===== src/rtl/lbr_pkg.sv =====
package lbr_pkg;
    localparam int SLOT_W       = 2;
    localparam int NUM_SLOTS    = 1 << SLOT_W;
    localparam int DATA_W       = 16;
    localparam int ADDR_W       = 25;
    localparam int M16_OFF_W    = 23;
    localparam int M8_OFF_W     = 22;
    localparam int OFF_W        = M16_OFF_W;
    localparam int REG_SLOT_LSB = 8;
    localparam int SUB_LSB      = 6;
    localparam int IO_OFF_W     = 7;
    localparam int IDINT_OFF_W  = 6;
    localparam int CFG_AW       = 8;
    localparam int CFG_DW       = 8;
    localparam int NUM_MODES    = 3;
    localparam logic [CFG_AW-1:0] MODE_BASE   = 8'h2B;
    localparam int                MODE_STRIDE = 4;

    typedef enum logic [1:0] {
        WIN_REG  = 2'd0,
        WIN_M16  = 2'd1,
        WIN_M8   = 2'd2,
        WIN_NONE = 2'd3
    } win_e;

    typedef enum logic [2:0] {
        SP_IO   = 3'd0,
        SP_NONE = 3'd1,
        SP_ID   = 3'd2,
        SP_INT  = 3'd3,
        SP_M16  = 3'd4,
        SP_M8   = 3'd5
    } space_e;

    typedef struct packed {
        logic              ok;
        logic [SLOT_W-1:0] slot;
        space_e            space;
        logic [OFF_W-1:0]  offset;
    } dec_t;

    function automatic logic [DATA_W-1:0] swap_bytes(input logic [DATA_W-1:0] d);
        return {d[DATA_W/2-1:0], d[DATA_W-1:DATA_W/2]};
    endfunction

    function automatic logic [CFG_AW-1:0] mode_offset(input int idx);
        return MODE_BASE + CFG_AW'(idx * MODE_STRIDE);
    endfunction
endpackage


===== src/rtl/lbr_cfg_regs.sv =====
module lbr_cfg_regs
    import lbr_pkg::*;
(
    input  logic                 clk,
    input  logic                 rst,
    input  logic                 cfg_we,
    input  logic [CFG_AW-1:0]    cfg_addr,
    input  logic [CFG_DW-1:0]    cfg_wdata,
    output logic [CFG_DW-1:0]    cfg_rdata,
    output logic [NUM_MODES-1:0] mode_be
);
    logic [NUM_MODES-1:0] hit;
    logic                 unused_cfg_bits;

    assign unused_cfg_bits = ^cfg_wdata[CFG_DW-1:1];

    for (genvar g = 0; g < NUM_MODES; g++) begin : g_mode
        assign hit[g] = (cfg_addr == mode_offset(g));

        always_ff @(posedge clk) begin
            if (rst) begin
                mode_be[g] <= 1'b0;
            end else if (cfg_we && hit[g]) begin
                mode_be[g] <= cfg_wdata[0];
            end
        end


        mode_wr_vis_chk: assert property (@(posedge clk) disable iff (rst)
            ($past(cfg_we) && $past(hit[g]) && !$past(rst)) |-> (mode_be[g] == $past(cfg_wdata[0])));
    end

    always_comb begin
        cfg_rdata = '0;
        for (int i = 0; i < NUM_MODES; i++) begin
            if (hit[i]) cfg_rdata[0] = mode_be[i];
        end
    end
endmodule


===== src/rtl/lbr_endian_adj.sv =====
module lbr_endian_adj
    import lbr_pkg::*;
(
    input  win_e              win,
    input  logic              wide,
    input  logic              be_reg,
    input  logic              be_m16,
    input  logic [ADDR_W-1:0] addr_in,
    output logic [ADDR_W-1:0] addr_out,
    output logic              swap
);
    logic be_sel;

    always_comb begin
        unique case (win)
            WIN_REG: be_sel = be_reg;
            WIN_M16: be_sel = be_m16;
            default: be_sel = 1'b0;
        endcase
    end

    assign swap     = be_sel & wide;
    assign addr_out = addr_in ^ {{(ADDR_W-1){1'b0}}, be_sel & ~wide};
endmodule


===== src/rtl/lbr_addr_decode.sv =====
module lbr_addr_decode
    import lbr_pkg::*;
(
    input  win_e              win,
    input  logic [ADDR_W-1:0] addr,
    output dec_t              dec
);
    always_comb begin
        dec       = '0;
        dec.space = SP_NONE;
        unique case (win)
            WIN_REG: begin
                dec.slot = addr[REG_SLOT_LSB +: SLOT_W];
                unique case (addr[SUB_LSB +: 2])
                    2'd0: begin
                        dec.ok     = 1'b1;
                        dec.space  = SP_IO;
                        dec.offset = OFF_W'(addr[IO_OFF_W-1:0]);
                    end
                    2'd2: begin
                        dec.ok     = 1'b1;
                        dec.space  = SP_ID;
                        dec.offset = OFF_W'(addr[IDINT_OFF_W-1:0]);
                    end
                    2'd3: begin
                        dec.ok     = 1'b1;
                        dec.space  = SP_INT;
                        dec.offset = OFF_W'(addr[IDINT_OFF_W-1:0]);
                    end
                    default: ;
                endcase
            end
            WIN_M16: begin
                dec.ok     = 1'b1;
                dec.slot   = addr[M16_OFF_W +: SLOT_W];
                dec.space  = SP_M16;
                dec.offset = OFF_W'(addr[M16_OFF_W-1:0]);
            end
            WIN_M8: begin
                dec.ok     = 1'b1;
                dec.slot   = addr[M8_OFF_W +: SLOT_W];
                dec.space  = SP_M8;
                dec.offset = OFF_W'(addr[M8_OFF_W-1:0]);
            end
            default: ;
        endcase
    end
endmodule


===== src/rtl/lbr_slot_router.sv =====
module lbr_slot_router
    import lbr_pkg::*;
(
    input  logic                        clk,
    input  logic                        rst,
    input  logic                        cfg_we,
    input  logic [CFG_AW-1:0]           cfg_addr,
    input  logic [CFG_DW-1:0]           cfg_wdata,
    output logic [CFG_DW-1:0]           cfg_rdata,
    output logic                        ctrl_big_endian,
    input  logic                        acc_valid,
    input  logic [1:0]                  acc_win,
    input  logic                        acc_write,
    input  logic                        acc_wide,
    input  logic [ADDR_W-1:0]           acc_addr,
    input  logic [DATA_W-1:0]           acc_wdata,
    output logic                        acc_done,
    output logic [DATA_W-1:0]           acc_rdata,
    input  logic [NUM_SLOTS-1:0]        slot_present,
    output logic [NUM_SLOTS-1:0]        slot_req,
    output logic                        slot_write,
    output logic                        slot_wide,
    output logic [2:0]                  slot_space,
    output logic [OFF_W-1:0]            slot_offset,
    output logic [DATA_W-1:0]           slot_wdata,
    input  logic [NUM_SLOTS*DATA_W-1:0] slot_rdata
);
    win_e                 win_in;
    logic [NUM_MODES-1:0] mode_be;
    logic [ADDR_W-1:0]    addr_eff;
    logic                 swap;
    dec_t                 dec;
    logic [NUM_SLOTS-1:0] strobe_d;
    logic [DATA_W-1:0]    rd_arr [NUM_SLOTS];
    logic                 pend_q, hit_q, swap_q;
    logic [SLOT_W-1:0]    slot_q;
    logic [DATA_W-1:0]    rd_sel, rd_next;

    assign win_in          = win_e'(acc_win);
    assign ctrl_big_endian = mode_be[0];

    lbr_cfg_regs u_cfg (
        .clk       (clk),
        .rst       (rst),
        .cfg_we    (cfg_we),
        .cfg_addr  (cfg_addr),
        .cfg_wdata (cfg_wdata),
        .cfg_rdata (cfg_rdata),
        .mode_be   (mode_be)
    );

    lbr_endian_adj u_endian (
        .win      (win_in),
        .wide     (acc_wide),
        .be_reg   (mode_be[1]),
        .be_m16   (mode_be[2]),
        .addr_in  (acc_addr),
        .addr_out (addr_eff),
        .swap     (swap)
    );

    lbr_addr_decode u_dec (
        .win  (win_in),
        .addr (addr_eff),
        .dec  (dec)
    );

    for (genvar g = 0; g < NUM_SLOTS; g++) begin : g_slot
        assign strobe_d[g] = acc_valid && dec.ok && (dec.slot == SLOT_W'(g)) && slot_present[g];
        assign rd_arr[g]   = slot_rdata[g*DATA_W +: DATA_W];
    end

    assign rd_sel = rd_arr[slot_q];

    always_comb begin
        if (!pend_q || !hit_q || slot_write) begin
            rd_next = '0;
        end else if (slot_wide) begin
            rd_next = swap_q ? swap_bytes(rd_sel) : rd_sel;
        end else begin
            rd_next = {{(DATA_W/2){1'b0}}, rd_sel[DATA_W/2-1:0]};
        end
    end

    always_ff @(posedge clk) begin
        if (rst) begin
            slot_req    <= '0;
            pend_q      <= 1'b0;
            hit_q       <= 1'b0;
            swap_q      <= 1'b0;
            slot_q      <= '0;
            slot_write  <= 1'b0;
            slot_wide   <= 1'b0;
            slot_space  <= SP_NONE;
            slot_offset <= '0;
            slot_wdata  <= '0;
            acc_done    <= 1'b0;
            acc_rdata   <= '0;
        end else begin
            slot_req  <= strobe_d;
            pend_q    <= acc_valid;
            hit_q     <= |strobe_d;
            acc_done  <= pend_q;
            acc_rdata <= rd_next;
            if (acc_valid) begin
                slot_q      <= dec.slot;
                swap_q      <= swap;
                slot_write  <= acc_write;
                slot_wide   <= acc_wide;
                slot_space  <= dec.space;
                slot_offset <= dec.offset;
                slot_wdata  <= swap ? swap_bytes(acc_wdata) : acc_wdata;
            end
        end
    end


    req_onehot_chk: assert property (@(posedge clk) disable iff (rst)
        $onehot0(slot_req));


    req_then_done_chk: assert property (@(posedge clk) disable iff (rst)
        (|slot_req) |=> acc_done);


    req_fitted_chk: assert property (@(posedge clk) disable iff (rst)
        ((slot_req & ~slot_present) == '0));


    io_off_range_chk: assert property (@(posedge clk) disable iff (rst)
        ((|slot_req) && slot_space == SP_IO) |-> (slot_offset < OFF_W'(1 << IO_OFF_W)));


    idint_off_range_chk: assert property (@(posedge clk) disable iff (rst)
        ((|slot_req) && (slot_space == SP_ID || slot_space == SP_INT))
            |-> (slot_offset < OFF_W'(1 << IDINT_OFF_W)));


    m8_off_range_chk: assert property (@(posedge clk) disable iff (rst)
        ((|slot_req) && slot_space == SP_M8) |-> (slot_offset < OFF_W'(1 << M8_OFF_W)));
endmodule


===== config.mk =====
export PLATFORM = sky130hd
export DESIGN_NAME = lbr_slot_router
export DESIGN_NICKNAME = d
export VERILOG_FILES = /design/src/rtl/lbr_pkg.sv /design/src/rtl/lbr_cfg_regs.sv /design/src/rtl/lbr_endian_adj.sv /design/src/rtl/lbr_addr_decode.sv /design/src/rtl/lbr_slot_router.sv
export SDC_FILE = /design/constraint.sdc
export NUM_CORES = 1
export LEC_CHECK = 0
export ABC_AREA = 1
export BUFFER_PORTS_ARGS = -buffer_cell sky130_fd_sc_hd__buf_2
export CAP_MARGIN = 20
export CORE_ASPECT_RATIO = 0.8
export CORE_UTILIZATION = 30
export DETAILED_ROUTE_END_ITERATION = 6
export HOLD_SLACK_MARGIN = 0.08
export SYNTH_ARGS = -nofsm -noshare
export SYNTH_HDL_FRONTEND = slang
export SYNTH_SLANG_ARGS = --single-unit

===== constraint.sdc =====
create_clock -name clk -period 1.7 [get_ports clk]
set_clock_uncertainty 0.2 [all_clocks]
set_input_delay 0.085 -clock clk [delete_from_list [all_inputs] [get_ports clk]]
set_output_delay 0.085 -clock clk [all_outputs]
set_load 0.02 [all_outputs]

Yosys cells after proc, flatten, opt, wreduce, memory -nomap -nowiden:

Cells that the tools add are included.

* $add $sub $neg: 0
* multipliers: 0
* divide/modulo/power cells: 0
* magnitude comparators: 1
* equality and inequality tests: 10
* shift operators: 0
* multiplexer cells: 13
* bitwise gates (word level): 6
* reduce and logical (&&, ||, !) cells: 23

Operators with widths (number)
* 29-bit case mux with 3 select lines: 1
* 25-bit case mux with 3 select lines: 1
* 16-bit two-way mux: 4
* 16-bit binary-select mux with 2-bit select: 1
* 25-bit by 1-bit XOR with 25-bit output: 1
* 8-bit by 6-bit equality test with 1-bit output, second input constant: 3
* 1-bit logical AND: 12
* 2-bit equality test, second input constant: 5
* 8-bit two-way mux: 1
* 2-bit zero test: 3
* 3-bit OR reduction: 2
* 2-bit by 1-bit equality test with 1-bit output, second input constant: 2
* 1-bit two-way mux: 4
* 4-bit OR reduction: 1
* 3-bit greater-or-equal comparator, second input constant: 1
* 2-bit NOT with 3-bit output: 1
* 1-bit bitwise AND: 2
* 1-bit zero test: 2
* 1-bit logical OR: 2
* 1-bit NOT: 2
* 1-bit case mux with 2 select lines: 1
* 2-bit OR reduction: 1

* register bits after elaboration: 73
* bits in latches: 0
* bits in writable memories: 0
* bits in read-only memories: 0
* bits of input ports: 133
* output and inout bits: 74
* word-level logic and storage cells: 69
* memories: 0

Logic depth before layout (Yosys ltp):

Gate-level depths: netlist of the first run.

* word-level depth: 12
* depth in mapped cells: 11
* gate-level depth less buffers: 10

Cells and area by module:

From an unflattened synthesis of the first run, not the netlist that was laid out.

* cell total of the unflattened synthesis: 688
* area total of the unflattened synthesis: 4425.5 sq um

Modules (own cells, without submodules)
* lbr_slot_router: instances 1, cells each 497, area each 3413.3 sq um, seq. area each 1401.3 sq um
* lbr_addr_decode: instances 1, cells each 91, area each 427.9 sq um, seq. area each 0.0 sq um
* lbr_cfg_regs: instances 1, cells each 64, area each 352.8 sq um, seq. area each 60.1 sq um
* lbr_endian_adj: instances 1, cells each 36, area each 231.5 sq um, seq. area each 0.0 sq um

Least setup slack after synthesis of the first run:

OpenSTA, ideal clock, no wires.

* kind: input -> register
* start point: input port acc_win[1]
* end point: register slot_wdata[13]
* setup time: 0.109 ns
* arrival time: 1.145 ns
* required time: 1.391 ns
* slack: 0.246 ns
* cell stages on the path: 10
* path buffers: 1
* path through: inv_1 -> ha_1 -> or2_4 -> nand3_4 -> inv_6 -> buf_12 -> nand2_1 -> nand3_1 -> nand2_1 -> inv_1

* cells in the longest elaborated chain, start to end: 4
* elaborated cells on any way between the ends: 5
* classes of those cells: eq/ne (1); mux (2); bitwise (1); reduce/logical (1)

RTL lines
* from (decl): RTL line lbr_slot_router.sv:12 `input logic [1:0] acc_win,`
* 2-bit by 1-bit equality test with 1-bit output / 2-bit zero test (equally long branches): RTL line lbr_endian_adj.sv:15 `unique case (win)`
* 1-bit case mux with 2 select lines *: RTL line lbr_endian_adj.sv:15
* 1-bit bitwise AND *: RTL line lbr_endian_adj.sv:22 `assign swap = be_sel & wide;`
* 16-bit two-way mux *: RTL line lbr_slot_router.sv:112 `slot_wdata <= swap ? swap_bytes(acc_wdata) : acc_wdata;`
* to (signal assigned): RTL line lbr_slot_router.sv:112
* to (decl): RTL line lbr_slot_router.sv:25 `output logic [DATA_W-1:0] slot_wdata,`

Every way passes the cells marked *; elsewhere a longest branch is shown, timed or not.
A chain may end at the register's enable or synchronous reset.

Worst setup path after layout of the first run:

* start point: input port acc_win[0]
* end point: register hit_q

* cells in the longest elaborated chain, start to end: 6
* elaborated cells on any way between the ends: 18
* classes of those cells: eq/ne (5); mux (1); reduce/logical (12)

RTL lines
* 2-bit equality test, or another cell as far along: RTL line lbr_addr_decode.sv:11 `unique case (win)`
* 29-bit case mux with 3 select lines *: RTL line lbr_addr_decode.sv:11
* 2-bit by 1-bit equality test with 1-bit output, or another cell as far along: RTL line lbr_slot_router.sv:69 `assign strobe_d[g] = acc_valid && dec.ok && (dec.slot == SLOT_W'(g)) && slot_present[g];`
* 1-bit logical AND (2 in series): RTL line lbr_slot_router.sv:69
* 4-bit OR reduction *: RTL line lbr_slot_router.sv:102 `hit_q <= |strobe_d;`
* to (signal assigned): RTL line lbr_slot_router.sv:102
* to (decl): RTL line lbr_slot_router.sv:35 `logic pend_q, hit_q, swap_q;`

Marks and branches as above.

==> results of run 1 <==
area by class of cell:
class / count / area share, %
Sequential cell: 73 / 22.9
Timing Repair Buffer: 327 / 36.2
Clock inverter: 3 / 0.667
Clock buffer: 11 / 3.80
Multi-Input combinational cell: 415 / 30.2
Tap cell: 152 / 2.98
Inverter: 52 / 3.18
power by group through the flow:
| stage | Combinational [mW] | Clock, mW | Sequential (mW) |
|---|---|---|---|
| after floorplan | 0.360 | 0 | 1.91 |
| after global placement | 0.727 | 0 | 1.84 |
| after detailed placement | 0.727 | 0 | 1.84 |
| after CTS | 0.932 | 1.90 | 1.80 |
| after global routing | 1.07 | 1.99 | 1.81 |
| final | 0.974 | 1.85 | 1.81 |
worst max-delay path, cell delays in order:
cell	delay [ns]
buf_2	0.14
ha_1	0.24
nor2_4	0.16
dlygate4sd3_1	0.61
nand3_1	0.17
a21oi_1	0.18
nor2_1	0.08
nor2_1	0.08
worst paths after layout:
check | from | to | depth (start not counted)
max | acc_win[0] | hit_q$_SDFF_PP0_ | 8
min | acc_addr[23] | slot_req[0]$_SDFF_PP0_ | 6
max reg2reg | slot_q[0]$_SDFFE_PP0P_ | acc_rdata[13]$_SDFF_PP0_ | 8
min reg2reg | pend_q$_SDFF_PP0_ | acc_done$_SDFF_PP0_ | 2
per-layer routing:
metal  track usage (%)  part of all wire, %  vias up
li1                  -                    -     2404
met1              25.0                   44     2093
met2              33.9                   45      201
met3              5.92                  7.6       30
met4              8.52                  2.7        0
met5                 0                    0        -
sequential cells by signal, summed over array words and instances, names as in the netlist:
register       count
slot_q             2
slot_write         1
acc_done           1
slot_wdata        16
swap_q             1
u_cfg.mode_be      3
slot_offset       23
slot_wide          1
hit_q              1
acc_rdata         16
slot_space         3
pend_q             1
slot_req           4
cells in the final DEF (no fill, tap or decap), types with 2 or more instances in the layout:
cell / netlist / final
a21oi_1: 42 / 42
buf_12: 1 / 2
buf_2: 6 / 191
buf_4: 9 / 17
clkbuf_16: 0 / 9
conb_1: 1 / 7
dfxtp_1: 73 / 73
dlygate4sd3_1: 0 / 116
ha_1: 5 / 4
inv_1: 47 / 45
inv_2: 4 / 5
nand2_1: 155 / 154
nand2_2: 1 / 2
nand3_1: 37 / 34
nand3_2: 0 / 4
nor2_1: 99 / 98
nor2_4: 3 / 4
nor3_1: 9 / 6
nor3_2: 0 / 3
o21ai_0: 39 / 38
o22ai_1: 7 / 7
cell families after synthesis:
kind of cell,synth area share [%]
adders and majority gates,1.67
buffers and inverters,11.8
other,0.100
AOI/OAI and AO/OA,13.5
and+or+nand+nor,33.8
DFF,39.1
what timing repair did:
item                                   4_1_cts  5_1_grt
hold buffers                               117        1
setup buffers                                0        3
setup endpoints to repair                    0       28
resized for setup                            0       19
endpoints found under the hold margin       70        4
==> out/qor.csv, run 1 <==
stage,metric,value,unit
outcome,status,finished clean,
finish,storage element area,1460,um2
grt,first-pass GRT wire length,20.8,mm
logic_synthesis,"Avg Cell Area, Syn",6.59,um2
floorplanning,# IOs,207,
logic_synthesis,post-synthesis cell type count,32,
run,MaxCap Viol Count,0,
floorplanning,Starting Density,30.7,%
sta,Tcrit/Tclk final,98.8,%
clocking,# clock sinks,73,
grt,number of global-route vias before repair,4406,
place,Placed Cells,899,
routing,routed wire length,13.6,mm
logic_synthesis,Yosys warning total,0,
logic_synthesis,most frequent cell after synthesis,nand2_1,
logic_synthesis,synthesized flop and latch total,73,
clocking,Root Driver,clkbuf_16,
routing,vias per std cell,4.58,
floorplanning,row cnt,36,
place,Post-DP HPWL,8.26,mm
power_and_ir_drop,Seq pwr share,39.0,%
place,Placer Congestion,0.803,
finish,nets,1016,
power_and_ir_drop,P per Cell Area,726,nW/um2
power_and_ir_drop,VDD IR-drop max,0.000394,V
routing,Routed Antenna Nets,0,
setup_path,"Req. time, crit path",1.77,ns
routing,DR pass1 iterations,5,
clocking,CTS Buf Count,9,
routing,wire length per cell,13.2,um
sta,fin. max-slew vios,0,
finish,post-route cell area,6380,um2
setup_path,Startpoint Class,primary input,
power_and_ir_drop,Clock Power Share,40.0,%
sta,"Hold Vio Cnt, Final",0,
clocking,worst-skew pair later-pin latency,0.33,ns
grt,initial antenna violation count,0,
logic_synthesis,number of synthesized flops with an enable pin,0,
finish,n_diodes,0,
setup_path,WS Path Type,primary input to flop,
power_and_ir_drop,net switching power,1.22,mW
logic_synthesis,post-synthesis instance area,3740,um2
floorplanning,Core ar.,12200,um2
logic_synthesis,part of the Yosys area used for sequential elements,39.1,%
finish,final core occ,52.5,%
sta,Max Freq,596,MHz
place,PortBufs,192,
logic_synthesis,synth cell count leaders,"nand2_1 (155), nor2_1 (99), dfxtp_1 (73)",
power_and_ir_drop,combinational share of power,21.0,%
sta,Worst Hold Slack,0.00174,ns
floorplanning,Die Area,12900,um2
setup_path,CP Capture Type,flop,
logic_synthesis,Post-synth ARST share,0,%
place,pre-CTS setup slack,0.0121,ns
logic_synthesis,cell accounting for the most synthesized area,dfxtp_1,
clocking,Clock Path Buffers,2,
power_and_ir_drop,cell internal pwr,3.41,mW
sta,post-route setup TNS,0,ns
logic_synthesis,dominant synthesized flop cell,dfxtp_1,
logic_synthesis,Yosys top cell area share,39.1,%
setup_path,R2R Setup Slk,0.14,ns
setup_path,crit path max fanout,4,
power_and_ir_drop,net switching fraction of the power,26.4,%
logic_synthesis,dominant cells by area after synthesis,"dfxtp_1 (39%), nand2_1 (16%), nor2_1 (9.9%)",
power_and_ir_drop,total power draw,4.63,mW
place,Post-DP Area,4830,um2
clocking,"Clk pin slew, worst setup/hold paths",0.06,ns
finish,Non-Filler Instances,1033,
grt,GRT overflow,0,
power_and_ir_drop,Lkg Pwr,3.19,nW
clocking,Max H-tree Level,3,
floorplanning,Die Y,102,um
floorplanning,chip width,127,um
finish,Multi-input gate area,1930,um2
clocking,CTS tree,built,
finish,P&R area growth vs syn,70.8,%
sta,fin crit period,1.68,ns
finish,ratio of cells with drive above 1 in the final layout,28.3,%
routing,DR vias,4728,
finish,filler instances,1204,
routing,Detailed Route Iter0 Violations,180,
sta,fin worst setup slack,0.0212,ns
worst_hold_path,worst hold-check path type,primary input to flop,
setup_path,WP data arrival,1.75,ns
sta,Setup-failing EPs final,0,
routing,# DRC,0,
grt,largest net degree at the start of global routing,51,
logic_synthesis,Mapped Cells,567,
grt,Total GRT Usage,20.4,%
Power figures use the tool's default switching activity.
==> inputs of run 2 (changes only) <==
==> constraint.sdc (replaced) <==
create_clock -name clk -period 1.7 [get_ports clk]
set_clock_uncertainty 0.2 [all_clocks]
set_input_delay 0.17 -clock clk [delete_from_list [all_inputs] [get_ports clk]]
set_output_delay 0.17 -clock clk [all_outputs]
set_load 0.02 [all_outputs]
==> run 2 against run 1 <==
Critical path depth is the same. Die area is the same. Non-clock buffer count shrank 57. Sequential cell count is the same. Worst setup slack gained 0.080 ns. Combinational power shrank 15%. First-iteration DRC count shrank 3.3%. Global-route usage shrank 1.7 points. Clock power is essentially flat. Via count shrank 9.5%. Critical path type is now flop to flop. Largest cell class is now multi-input gates.
==> out/qor.csv, run 2 (synthesis gave the netlist of run 1 again) <==
stage,metric,value,unit
outcome,status,finished clean,
clocking,worst-skew pair later-pin latency,0.33,ns
finish,Regs by FF count,"slot_offset (23), acc_rdata (16), slot_wdata (16)",
routing,DR vias,4280,
finish,ratio of cells with drive above 1 in the final layout,30.0,%
floorplanning,row cnt,36,
sta,Setup-failing EPs final,0,
clocking,CTS tree,built,
sta,Tcrit/Tclk final,94.0,%
sta,Max Freq,626,MHz
routing,wire length per cell,12.2,um
sta,"Hold Vio Cnt, Final",0,
finish,final core occ,47.3,%
power_and_ir_drop,Lkg Pwr,2.96,nW
sta,Worst-Margin Slew,0.524,ns
routing,Routed Antenna Nets,0,
sta,fin crit period,1.60,ns
routing,routed wire length,11.9,mm
grt,initial antenna violation count,0,
grt,first-pass GRT wire length,19.1,mm
setup_path,WP data arrival,1.63,ns
place,Placed Cells,902,
run,MaxCap Viol Count,0,
sta,Slew HR,65.0,%
floorplanning,Core ar.,12200,um2
power_and_ir_drop,VDD IR-drop max,0.000523,V
clocking,Clock Path Buffers,2,
routing,DR pass1 iterations,4,
floorplanning,Starting Density,30.7,%
place,Placer Congestion,0.779,
place,PortBufs,192,
finish,most flop-heavy register,slot_offset,
floorplanning,Die Area,12900,um2
worst_hold_path,worst hold-check path type,primary input to flop,
grt,number of global-route vias before repair,4071,
power_and_ir_drop,P per Cell Area,784,nW/um2
setup_path,"Req. time, crit path",1.73,ns
setup_path,Startpoint Class,flop,
clocking,Max H-tree Level,3,
routing,vias per std cell,4.39,
power_and_ir_drop,total power draw,4.51,mW
floorplanning,Die Y,102,um
place,Post-DP HPWL,8.27,mm
clocking,CTS Buf Count,9,
grt,Total GRT Usage,18.7,%
routing,# DRC,0,
setup_path,CP Capture Type,flop,
clocking,# clock sinks,73,
finish,most frequent cells in the layout,"buf_2 (192), nand2_1 (155), nor2_1 (99)",
sta,RSZ-0062 raised after global routing,false,
clocking,"Clk pin slew, worst setup/hold paths",0.06,ns
setup_path,WS Path Type,flop to flop,
routing,Detailed Route Iter0 Violations,174,
finish,"most common cell after layout, fill and taps aside",buf_2,
finish,n_diodes,0,
setup_path,crit path max fanout,15,
floorplanning,# IOs,207,
finish,P&R area growth vs syn,53.9,%
clocking,Root Driver,clkbuf_16,
grt,largest net degree at the start of global routing,51,
finish,max reg flops,23,
grt,GRT overflow,0,
finish,nets,958,
finish,Non-Filler Instances,976,
sta,fin. max-slew vios,0,
floorplanning,chip width,127,um
run 2: cell count changes in the layout (fill, tap and decap cells not counted), sizes merged:
cell         change
inv              -1
dlygate4sd3     -62
buf              +5
clkbuf           -1
nand3            -1
clkinv           +2
clkinvlp         +1
run 2: final cells by class:
| cell class | count | area (um2) |
|---|---|---|
| clock buffers | 10 | 239 |
| clock inverters | 5 | 56.3 |
| fillers | 1257 | 6410 |
| inverters | 52 | 206 |
| multi-input cells | 414 | 1860 |
| flip-flops and latches | 73 | 1460 |
| well taps | 152 | 190 |
| repair buffers | 270 | 1730 |
run 2: routing by layer:
layer | GRT usage [%] | share of wire [%] | up-vias
met5 | 0 | 0 | -
met1 | 23.1 | 47 | 1845
met3 | 6.60 | 6.9 | 12
met4 | 5.22 | 1.3 | 0
li1 | - | - | 2290
met2 | 31.1 | 45 | 133
run 2: path summary, 6_finish.rpt:
check / from / end / slack [ns] / cells past startpoint
worst max register to register: u_cfg.mode_be[2]$_SDFFE_PP0P_ / slot_wdata[12]$_SDFFE_PP0P_ / 0.10 / 8
worst min-delay path: cfg_addr[7] / u_cfg.mode_be[1]$_SDFFE_PP0P_ / 0.09 / 5
worst min register to register: pend_q$_SDFF_PP0_ / acc_done$_SDFF_PP0_ / 0.25 / 2
worst max-delay path: u_cfg.mode_be[2]$_SDFFE_PP0P_ / slot_wdata[12]$_SDFFE_PP0P_ / 0.10 / 8
run 2: report_power, final:
part | switching, mW | total (mW) | internal (mW) | leakage [nW]
Clock | 0.707 | 1.87 | 1.16 | 0.144
Sequential | 0.0312 | 1.81 | 1.77 | 0.596
Combinational | 0.454 | 0.831 | 0.376 | 2.22
run 2: timing repair:
item	in CTS	in global routing
setup endpoints to repair	0	6
resized for setup	0	4
hold buffers	54	0
setup buffers	0	5
endpoints found under the hold margin	54	0
run 2: critical path, stage by stage, from the launching register on:
cell and delay (ns):
dfxtp_1 0.34, inv_1 0.11, o21ai_4 0.20, nand3_4 0.21, buf_4 0.20, nand2_1 0.05
nand3_1 0.07, nand2_1 0.08, inv_1 0.04
run 2: metrics by stage:
stage                     TNS, ns  hold slack (ns)  area (um2)  setup slack [ns]
final                           0           0.0904        5750             0.102
after global routing            0            0.121        5750           0.00102
after CTS                       0           0.0850        5690             0.134
after detailed placement   -0.232            0.213        4850           -0.0300
after global placement    -0.0496            0.201        4850           -0.0132
after floorplan                 0            0.105        3760             0.161
==> inputs of run 3 (changes only) <==
--- a/config.mk
+++ b/config.mk
@@ -14,4 +14,5 @@
 export HOLD_SLACK_MARGIN = 0.08
 export SYNTH_ARGS = -nofsm -noshare
 export SYNTH_HDL_FRONTEND = slang
+export SYNTH_HIERARCHICAL = 1
 export SYNTH_SLANG_ARGS = --single-unit
==> run 3 against run 2 <==
Sequential power is essentially flat. Count of clock-buffer cells in the layout grew 2. Critical path depth shrank 1. Clock power grew 13%. Worst hold slack lost 0.00090 ns. Non-clock buffer count shrank 6. Synthesized cell count grew 21%. First-iteration DRC count shrank 4.6%. Critical path type is now primary input to flop.
==> out/qor.csv, run 3 <==
stage,metric,value,unit
routing,DR pass1 iterations,4,
routing,wire length per cell,11.8,um
logic_synthesis,"Avg Cell Area, Syn",6.43,um2
finish,ratio of cells with drive above 1 in the final layout,31.0,%
routing,# DRC,0,
routing,routed wire length,12.9,mm
finish,"most common cell after layout, fill and taps aside",buf_2,
logic_synthesis,Yosys warning total,6,
finish,max reg flops,23,
routing,WL met3,815,um
logic_synthesis,Yosys top cell area share,33.0,%
finish,most flop-heavy register,slot_offset,
grt,first-pass GRT wire length,20.8,mm
setup_path,"Max stage delay cell, worst path",dlygate4sd3_1,
sta,post-route setup TNS,0,ns
power_and_ir_drop,Clock Power Share,42.3,%
routing,Routed Antenna Nets,0,
floorplanning,Die Area,15200,um2
setup_path,crit path max fanout,2,
setup_path,CP peak stage delay,0.54,ns
sta,RSZ-0062 raised after global routing,true,
floorplanning,Core ar.,14300,um2
clocking,"Clk pin slew, worst setup/hold paths",0.06,ns
outcome,status,finished clean,
setup_path,WP buf/inv,3,
routing,DR vias,4612,
power_and_ir_drop,Seq pwr share,36.6,%
sta,Max Freq,602,MHz
clocking,Clock Path Buffers,2,
sta,Worst-Margin Slew,0.518,ns
finish,n_diodes,0,
grt,initial antenna violation count,0,
place,Placed Cells,1019,
place,Post-DP Area,5290,um2
clocking,# clock sinks,73,
logic_synthesis,number of synthesized flops with an enable pin,0,
sta,Worst Hold Slack,0.0895,ns
setup_path,Crit Reg-Reg Startpoint,u_cfg/mode_be[1]$_SDFFE_PP0P_,
logic_synthesis,synth cell count leaders,"nand2_1 (161), nor2_1 (116), inv_1 (87)",
floorplanning,Starting Density,30.8,%
power_and_ir_drop,Lkg Pwr,3.42,nW
logic_synthesis,part of the Yosys area used for sequential elements,33.0,%
worst_hold_path,worst hold-check path type,primary input to flop,
routing,met2 wire len,5.60,mm
sta,fin crit period,1.66,ns
setup_path,reg2reg path depth,8,
logic_synthesis,Mapped Cells,688,
floorplanning,chip width,138,um
setup_path,critical path's top delay family,buffers and inverters,
sta,fin. max-slew vios,0,
run,MaxCap Viol Count,0,
setup_path,critical-path cell list,"dlygate4sd3_1, buf_2, a21oi_1, nand2_1, nand2_1, dlygate4sd3_1, nand3_1",
sta,Tcrit/Tclk final,97.8,%
setup_path,WS Path Type,primary input to flop,
power_and_ir_drop,net switching fraction of the power,27.3,%
logic_synthesis,dominant cells by area after synthesis,"dfxtp_1 (33%), nand2_1 (14%), nor2_1 (9.8%)",
place,PortBufs,192,
setup_path,CP Capture Type,flop,
floorplanning,row cnt,39,
setup_path,WP data arrival,1.67,ns
logic_synthesis,dominant synthesized flop cell,dfxtp_1,
place,Placer Congestion,0.790,
sta,Setup-failing EPs final,0,
logic_synthesis,synthesized flop and latch total,73,
logic_synthesis,cell accounting for the most synthesized area,dfxtp_1,
power_and_ir_drop,VDD IR-drop max,0.000486,V
setup_path,Startpoint Class,primary input,
logic_synthesis,Post-synth ARST share,0,%
grt,number of global-route vias before repair,4283,
clocking,CTS tree,built,
grt,GRT overflow,0,
routing,Detailed Route Iter0 Violations,166,
logic_synthesis,most frequent cell after synthesis,nand2_1,
clocking,CTS Buf Count,9,
clocking,Max H-tree Level,3,
sta,Slew HR,65.5,%
logic_synthesis,post-synthesis cell type count,28,
place,Post-DP HPWL,9.13,mm
logic_synthesis,post-synthesis instance area,4430,um2
power_and_ir_drop,cell internal pwr,3.64,mW
grt,Total GRT Usage,17.1,%
power_and_ir_drop,combinational share of power,21.1,%
finish,post-route cell area,6230,um2
finish,Regs by FF count,"slot_offset (23), acc_rdata (16), slot_wdata (16)",
grt,largest net degree at the start of global routing,38,
setup_path,r2r endpoint,slot_wdata[3]$_SDFFE_PP0P_,
finish,nets,1042,
setup_path,"Req. time, crit path",1.71,ns
finish,most frequent cells in the layout,"buf_2 (192), nand2_1 (160), nor2_1 (114)",
worst_hold_path,Hold Startpoint,slot_rdata[47],
setup_path,R2R Setup Slk,0.11,ns
worst_hold_path,hold depth,7,
routing,vias per std cell,4.22,
floorplanning,Die Y,111,um
finish,Non-Filler Instances,1094,
worst_hold_path,Hold EP,acc_rdata[15]$_SDFF_PP0_,
clocking,Root Driver,clkbuf_16,
power_and_ir_drop,P per Cell Area,805,nW/um2
finish,P&R area growth vs syn,40.7,%
floorplanning,# IOs,207,
finish,final core occ,43.4,%
sta,"Hold Vio Cnt, Final",0,
routing,top sig layer,met4,
routing,Met1 Routed Length,6.46,mm
clocking,worst-skew pair later-pin latency,0.33,ns
power_and_ir_drop,net switching power,1.37,mW
-- run 3: layout make-up --
class | instances | area, um2
Tap cell | 184 | 230
Clock inverter | 4 | 73.8
Multi-Input combinational cell | 462 | 2130
Fill cell | 1520 | 8120
Inverter | 95 | 375
Timing Repair Buffer | 264 | 1690
Sequential cell | 73 | 1460
Clock buffer | 12 | 267
-- run 3: power by group through the flow --
stage	combinational, mW	clock [mW]	sequential, mW
after floorplan	0.586	0	1.96
after global routing	1.19	2.27	1.84
after global placement	0.952	0	1.87
after detailed placement	0.952	0	1.87
final	1.06	2.12	1.84
after CTS	1.06	2.21	1.84
-- run 3: how the worst max path moves through the flow --
| stage | startpoint | end | cells past startpoint |
|---|---|---|---|
| floorplan | u_cfg/mode_be[1]$_SDFFE_PP0P_ | slot_wdata[10]$_SDFFE_PP0P_ | 9 |
| global placement | acc_win[0] | hit_q$_SDFF_PP0_ | 13 |
| detailed placement | acc_win[1] | hit_q$_SDFF_PP0_ | 13 |
| CTS | acc_addr[6] | slot_space[0]$_SDFFE_PP1P_ | 7 |
| global route | u_cfg/mode_be[1]$_SDFFE_PP0P_ | slot_wdata[15]$_SDFFE_PP0P_ | 8 |
| finish | acc_addr[6] | slot_space[0]$_SDFFE_PP1P_ | 7 |
-- run 3: per-stage QoR --
stage	power (mW)	setup slack, ns
finish	5.01	0.0377
global route	5.30	-0.0133
CTS	5.10	0.0389
detailed placement	2.82	0.0177
global placement	2.82	0.0304
floorplan	2.54	0.288
-- run 3: kinds of logic (layout without fill, tap and decap cells) --
kind of cell             Yosys count  after routing  share of synthesized area [%]
AO/OA/AOI/OAI                     84             84                           9.75
adder cells (fa/ha/maj)            4              4                           1.13
buffers and inverters            159            375                           19.6
flip-flops                        73             73                           33.0
other                              1              7                         0.0847
AND/OR/NAND/NOR                  367            367                           36.4
-- run 3: repair_timing --
| item | 4_1_cts | 5_1_grt |
|---|---|---|
| hold buffers | 57 | 0 |
| resized for setup | 0 | 4 |
| endpoints found under the hold margin | 57 | 0 |
| endpoints found under the setup margin | 0 | 18 |
| setup buffers | 0 | 2 |
-- run 3: routing by layer --
metal	vias up	track usage, %
met2	123	26.8
met3	4	4.73
met4	0	3.26
met1	1996	23.4
met5	-	0
li1	2489	-
-- run 3: worst reg2reg max path, cell delays in order, from the launching register on --
cell,delay (ns)
dfxtp_1,0.39
nor2_1,0.07
nor2_2,0.12
nand2_1,0.08
nor2_2,0.14
buf_12,0.17
inv_2,0.15
nand2_1,0.10
a21oi_1,0.06
